## config.mk

```make
export PLATFORM = sky130hd
export DESIGN_NAME = addr_fault_irq_unit
export DESIGN_NICKNAME = d
export VERILOG_FILES = /design/src/rtl/addr_fault_pkg.sv /design/src/rtl/af_decode.sv /design/src/rtl/af_irq_core.sv /design/src/rtl/addr_fault_irq_unit.sv
export SDC_FILE = /design/constraint.sdc
export NUM_CORES = 1
export LEC_CHECK = 0
export ABC_AREA = 1
export ABC_CLOCK_PERIOD_IN_PS = 1700
export BUFFER_PORTS_ARGS = -buffer_cell sky130_fd_sc_hd__buf_2
export CAP_MARGIN = 5
export CORE_MARGIN = 2
export CORE_UTILIZATION = 31
export CTS_CLUSTER_SIZE = 40
export DETAILED_ROUTE_END_ITERATION = 8
export PLACE_DENSITY = 0.89
export SYNTH_ARGS = -nofsm -noshare
export SYNTH_HDL_FRONTEND = slang
export SYNTH_SLANG_ARGS = --single-unit
```

## constraint.sdc

```tcl
create_clock -name clk -period 1.7 [get_ports clk]
set_clock_uncertainty 0.1 [all_clocks]
set_input_delay 0.255 -clock clk [delete_from_list [all_inputs] [get_ports clk]]
set_output_delay 0.255 -clock clk [all_outputs]
set_load 0.03 [all_outputs]
```

## src/rtl/addr_fault_pkg.sv

```systemverilog
package addr_fault_pkg;
  localparam int unsigned NSRC = 1;

  // word indexes (offset >> 2)
  localparam int unsigned IDX_CTRL  = 0;
  localparam int unsigned IDX_STAT  = 1;
  localparam int unsigned IDX_MASK  = 2;
  localparam int unsigned IDX_UNMSK = 3;
  localparam int unsigned IDX_MSK   = 4;
  localparam int unsigned IDX_LAST  = IDX_MSK;

  typedef enum logic [2:0] {
    SEL_CTRL,
    SEL_STAT,
    SEL_MASK,
    SEL_UNMSK,
    SEL_MSK,
    SEL_NONE
  } reg_sel_e;
endpackage

```

## src/rtl/af_decode.sv

```systemverilog
module af_decode
  import addr_fault_pkg::*;
#(
  parameter int unsigned AW = 12
) (
  input  logic          psel,
  input  logic          penable,
  input  logic          pwrite,
  input  logic [AW-1:0] paddr,
  output logic          access,
  output logic          wr_access,
  output logic          fault,
  output reg_sel_e      sel
);
  localparam int unsigned IW = AW - 2;

  logic [IW-1:0] idx;
  logic          aligned;

  assign idx     = paddr[AW-1:2];
  assign aligned = (paddr[1:0] == 2'b00);

  always_comb begin
    sel = SEL_NONE;
    if (aligned) begin
      case (idx)
        IW'(IDX_CTRL):  sel = SEL_CTRL;
        IW'(IDX_STAT):  sel = SEL_STAT;
        IW'(IDX_MASK):  sel = SEL_MASK;
        IW'(IDX_UNMSK): sel = SEL_UNMSK;
        IW'(IDX_MSK):   sel = SEL_MSK;
        default:        sel = SEL_NONE;
      endcase
    end
  end

  assign access    = psel & penable;
  assign wr_access = access & pwrite;
  assign fault     = access & (sel == SEL_NONE);
endmodule

```

## src/rtl/af_irq_core.sv

```systemverilog
module af_irq_core #(
  parameter int unsigned NSRC = 1
) (
  input  logic            clk,
  input  logic            rst,
  input  logic [NSRC-1:0] evt,
  input  logic            stat_wr,
  input  logic            unmask_wr,
  input  logic            mask_wr,
  input  logic [NSRC-1:0] wbits,
  output logic [NSRC-1:0] status_q,
  output logic [NSRC-1:0] mask_q,
  output logic            irq_q
);
  genvar i;
  generate
    for (i = 0; i < NSRC; i++) begin : g_src
      always_ff @(posedge clk) begin
        if (rst) begin
          status_q[i] <= 1'b0;
        end else if (evt[i]) begin
          status_q[i] <= 1'b1;             // new event wins over clear
        end else if (stat_wr && wbits[i]) begin
          status_q[i] <= 1'b0;
        end
      end

      always_ff @(posedge clk) begin
        if (rst) begin
          mask_q[i] <= 1'b1;
        end else if (unmask_wr && wbits[i]) begin
          mask_q[i] <= 1'b0;
        end else if (mask_wr && wbits[i]) begin
          mask_q[i] <= 1'b1;
        end
      end


      evt_sets_chk: assert property (@(posedge clk) disable iff (rst)
        evt[i] |=> status_q[i]);

      unmask_chk: assert property (@(posedge clk) disable iff (rst)
        (unmask_wr && wbits[i]) |=> !mask_q[i]);

      mask_chk: assert property (@(posedge clk) disable iff (rst)
        (mask_wr && wbits[i]) |=> mask_q[i]);
    end
  endgenerate

  always_ff @(posedge clk) begin
    if (rst) irq_q <= 1'b0;
    else     irq_q <= |(status_q & ~mask_q);
  end


  irq_rise_chk: assert property (@(posedge clk) disable iff (rst)
    $rose(irq_q) |-> $past(status_q != '0));
endmodule

```

## src/rtl/addr_fault_irq_unit.sv

```systemverilog
module addr_fault_irq_unit
  import addr_fault_pkg::*;
#(
  parameter int unsigned AW = 12,
  parameter int unsigned DW = 32
) (
  input  logic          clk,
  input  logic          rst,
  input  logic          psel,
  input  logic          penable,
  input  logic          pwrite,
  input  logic [AW-1:0] paddr,
  input  logic [DW-1:0] pwdata,
  output logic [DW-1:0] prdata,
  output logic          pready,
  output logic          pslverr,
  output logic          irq
);
  localparam logic [DW-1:0] CTRL_MASK = DW'(1);

  logic            access, wr_access, fault;
  reg_sel_e        sel;
  logic [DW-1:0]   ctrl_q;
  logic [NSRC-1:0] status_q, mask_q;
  logic            irq_q;

  af_decode #(.AW(AW)) u_dec (
    .psel      (psel),
    .penable   (penable),
    .pwrite    (pwrite),
    .paddr     (paddr),
    .access    (access),
    .wr_access (wr_access),
    .fault     (fault),
    .sel       (sel)
  );

  always_ff @(posedge clk) begin
    if (rst)                                ctrl_q <= '0;
    else if (wr_access && sel == SEL_CTRL)  ctrl_q <= pwdata & CTRL_MASK;
  end

  af_irq_core #(.NSRC(NSRC)) u_core (
    .clk       (clk),
    .rst       (rst),
    .evt       ({NSRC{fault}}),
    .stat_wr   (wr_access && sel == SEL_STAT),
    .unmask_wr (wr_access && sel == SEL_UNMSK),
    .mask_wr   (wr_access && sel == SEL_MSK),
    .wbits     (pwdata[NSRC-1:0]),
    .status_q  (status_q),
    .mask_q    (mask_q),
    .irq_q     (irq_q)
  );

  always_comb begin
    prdata = '0;
    if (access && !pwrite) begin
      case (sel)
        SEL_CTRL: prdata = ctrl_q;
        SEL_STAT: prdata = DW'(status_q);
        SEL_MASK: prdata = DW'(mask_q);
        default:  prdata = '0;
      endcase
    end
  end

  assign pready  = 1'b1;
  assign pslverr = fault & ctrl_q[0];
  assign irq     = irq_q;


  slverr_phase_chk: assert property (@(posedge clk) disable iff (rst)
    pslverr |-> (psel && penable));

  rdata_idle_chk: assert property (@(posedge clk) disable iff (rst)
    !(psel && penable && !pwrite) |-> (prdata == '0));

  ctrl_resv_chk: assert property (@(posedge clk) disable iff (rst)
    (psel && penable && !pwrite && paddr == '0) |-> (prdata[DW-1:1] == '0));
endmodule

```

# == After elaboration in Yosys (flattened, before gate mapping) ==
# Cells that the tools add are included.
# totals
register_bits,4
latchBits,0
ramBits,0
mem_bits_ro,0
input_bits,49
output_inout_bits,35
elab_cells,41
mem_count,0
# op_classes
add_sub_neg,0
n_mul,0
n_div,0
magnitude_cmp,0
eq_ne,9
shift,0
mux,8
bitwise,6
reduce_logical,14
# ops
op,count
== test 10 x 2 -> 1 bit (second input constant),2
case mux 3 bit (5 select lines),1
== test 10 x 1 -> 1 bit (second input constant),1
== test 10 x 3 -> 1 bit (second input constant),1
logical NOT 10 bit,1
logical AND 1 bit,8
== test 3 x 2 -> 1 bit (second input constant),2
== test 3 bit (second input constant),2
bitwise AND 1 bit,5
two-way mux 1 bit,5
nonzero test 2 bit,2
== test 3 x 1 -> 1 bit (second input constant),1
logical NOT 3 bit,1
two-way mux 3 bit,1
case mux 1 bit (3 select lines),1
logical NOT 2 bit,1
logical NOT 1 bit,1
inverter 1 bit,1

# == Longest topological paths before layout ==
# logic_depth
word_depth,8
depth_mapped,11
ltp_nobuf,11

# == Hierarchy ==
# From an unflattened synthesis, not the netlist that was laid out.
# hier_totals
hier_cells,107
area_unflattened_um2,635.6
# modules_own_cells
mod,n_inst,cells_per_inst,area_each_um2,seq_area_each_um2
addr_fault_irq_unit,1,64,389.1,20.0
af_decode,1,27,135.1,0.0
af_irq_core,1,16,111.4,60.1

# == Worst setup path after synthesis ==
# OpenSTA, ideal clock, no wires.
# synth_timing
path_type,input to output
from,in paddr[9]
to,out prdata[0]
arrival_time_ns,1.382
required_time_ns,1.345
path_slack_ns,-0.037
path_stages,9
path_buffers,0
path_cell_list,nor2_2 nand2_2 nor2_4 nand2_1 nand3_4 nand4_1 nand2_1 nor2_1 nor2_1
# synth_between
elab_chain_cells,6
elab_cells_between_ends,12
cone_classes,6 x eq/ne; 4 x mux; 2 x reduce/logical
# synth_lines
item,line,rtl
start: declaration,addr_fault_irq_unit.sv:12,"input logic [AW-1:0] paddr,"
== test 10 x 3 -> 1 bit (tied with other cells),af_decode.sv:26,case (idx)
case mux 3 bit (5 select lines) *,af_decode.sv:26,
two-way mux 3 bit *,af_decode.sv:25,if (aligned) begin
== test 3 x 2 -> 1 bit (tied with other cells),addr_fault_irq_unit.sv:59,case (sel)
case mux 1 bit (3 select lines) *,addr_fault_irq_unit.sv:59,
two-way mux 1 bit *,addr_fault_irq_unit.sv:58,if (access && !pwrite) begin
end: declaration,addr_fault_irq_unit.sv:14,"output logic [DW-1:0] prdata,"
# Mark *: on every way between the ends. The rest lies on a longest branch, timed or not.

# == Final worst setup path ==
# layout_timing
from,in paddr[7]
to,out prdata[0]
# Same word-level chain as after synthesis.

==> reports/results.ini <==
[yosys]
synth_cell_types = 20
synth_edf_count = 0
syn_inst = 100
synth_area_per_cell_um2 = 6.47
synthTopCellsByArea = buf_4 37%, dfxtp_1 12%, nand2_1 7.0%
ys.flop_type = dfxtp_1
synth_seq_area_share = 0.124
synth_commonest_cells = 32 x buf_4, 12 x nand2_1, 11 x inv_1, 11 x nor2_1, 7 x nand4_1
async_flop_share = 0
yosysMostFrequentCell = buf_4
synth_seq_cells = 4
synth_warnings = 0
yosysTopAreaCell = buf_4
yosysTopAreaCellShare = 0.371
syn_area_um2 = 647

[power_and_ir_drop]
power.density_nw_per_um2 = 465
power_leakage_uw = 0.000441
irDropWorstVdd_mv = 0.339
power_uw = 372

[hold_path]
worstHoldEndpoint = ctrl_q[0]
holdPathStages = 2
min_path_type = input port to register
min-delay-start = rst

[timing]
clock.fmax_ghz = 0.574
finalSetupViolations = 1
slew_violations = 0
fin_crit_ps = 1740
finalCritPeriodShare = 1.03
grt_setup_unrepaired = yes
hold_viol = 0
whs_ps = 115
setup_slack_ps = -42.9

[run_status]
status = finished, violations left
violations = negative setup slack

[global_route]
grt_usage = 0.0917
overflow = 0
top_usage_layer = met2
use_met3 = 0.0485
grt_use_met1 = 0.0976
grt_max_degree = 6
grt_pass1_vias = 473
antenna_found_initial = 0
grt_pass1_wl_um = 1760
grtUsageMet2 = 0.162

[setup_path]
path_delay_family = simple AND/OR/NAND/NOR gates
start_kind = input port
critPathSlowestCell = nor2_4
ff2ff_path_depth = 4
worst-r2r-setup-slack_ps = 940
r2r_start = ctrl_q[0]
worst-path-buf-inv = 2
cp_slowest_stage_delay_ps = 170
critical_path_arrival_ps = 1390
critPathKind = input port to output port
path_cells = buf_6 > nor2_4 > nand2_2 > nor2_4 > nand2_2 > nand2_4 > nand3_4 > nand4_1 > nand2_1 > nor2_1 > nor2_2 > buf_6
cp.required_ps = 1340
rr_endpoint = ctrl_q[0]
cp_max_fo = 4
crit_path_end_kind = output port

[finish]
drive_gt1_frac = 0.367
fin_nets = 179
area_growth_pct = 23.6
final_cells = 155
n_antenna_cell = 0
fillers = 221

[clock_network]
postCtsHoldBufs = 0
cts_num_sinks = 4
clock_tree.buffer_depth = 2
clk_pin_slew_worst_paths_ps = 40
htree_levels = 1
clockRootBuffer = clkbuf_4
clk_latency_ps = 240
numCtsBuffers = 3
tritoncts = done

[placed_design]
hpwlAfterDp_um = 951
portBuffers = 20
dp.cells = 150
gp_congestion = 0.811

[run]
max_cap_violations = 0

[routing]
remaining_drc_errors = 0
antenna_left = 0
viasPerCell = 3.77
vias = 584
drt_iter0_markers = 7
routed_wl_um = 1190
first_pass_iters = 4
wl_per_cell_um = 7.66

[die]
die_h_um = 49.7
num_io_pins = 84
core-area_um2 = 1960
die-area_um2 = 2470
rows = 16
die_w_um = 49.7
initial_core_util = 0.330

## worst max path at each step
stage | to | depth (start not counted) | startpoint
final | prdata[0] | 12 | paddr[7]
after CTS | prdata[0] | 12 | paddr[11]
after global placement | prdata[0] | 11 | paddr[9]
after floorplan | pslverr | 7 | paddr[9]
after global routing | prdata[0] | 11 | paddr[8]
after detailed placement | prdata[0] | 11 | paddr[7]
## metal layers
metal	vias up	share of wire
li1	306	-
met5	-	0
met4	0	0
met3	0	0.091
met2	28	0.55
met1	250	0.36
## cells by family (layout without fill, tap and decap cells)
group	count (synthesis)	after routing	synth area share
AO/OA/AOI/OAI	4	4	0.0309
AND/OR/NAND/NOR	45	45	0.385
flip-flops	4	4	0.124
other	2	32	0.0116
buffers and inverters	45	43	0.449
## cells in the final DEF, fill, tap and decap left out, types with 2 or more instances in the layout
cell type and instances:
nor2_1 8, nor2_4 5, buf_4 8, buf_2 14, inv_1 11, a21oi_1 3, nand4_1 7, nand3_1 2
nand2_1 10, clkbuf_4 3, nor2_2 3, dfxtp_1 4, conb_1 32, nand2_2 3, buf_6 5, nand2_4 2
## registers in the layout, indices dropped and copies added, names as in the netlist
name             flops
ctrl_q               1
u_core.mask_q        1
u_core.status_q      1
u_core.irq_q         1
## stage by stage
stage | util | setup WS [ps] | cell area (um^2) | TNS, ps
after floorplan | - | 18.0 | 762 | 0
after global placement | 0.353 | -38.3 | 693 | -38.3
after detailed placement | 0.353 | -59.5 | 693 | -70.1
after CTS | 0.373 | -23.0 | 732 | -23.0
after global routing | 0.408 | -154 | 800 | -223
final | 0.408 | -42.9 | 800 | -42.9
## report_power, final
part	switching (uW)	internal, uW
clock network	44.6	79.3
registers	1.31	95.9
logic	121	29.5
total	167	205
## timing repair
item	CTS	global route
gates resized for setup	3	15
setup endpoints to repair	2	2
endpoints found under the hold margin	0	0
pin swaps	3	6
setup buffers	1	1
## layout make-up
cell class	instances	area, um^2	area share
clock buffer	3	22.5	0.0282
timing repair buffer	27	186	0.233
multi-input combinational	81	427	0.534
inverter	13	50.0	0.0626
tap	27	33.8	0.0423
sequential	4	80.1	0.100
## worst register-to-register path, stage by stage, from the launching register on
cell and delay (ps):
dfxtp_1 290, inv_1 110, nand2_1 70, nand2_1 70, nor2_2 30
No activity file was read; power rests on OpenSTA's default activity.
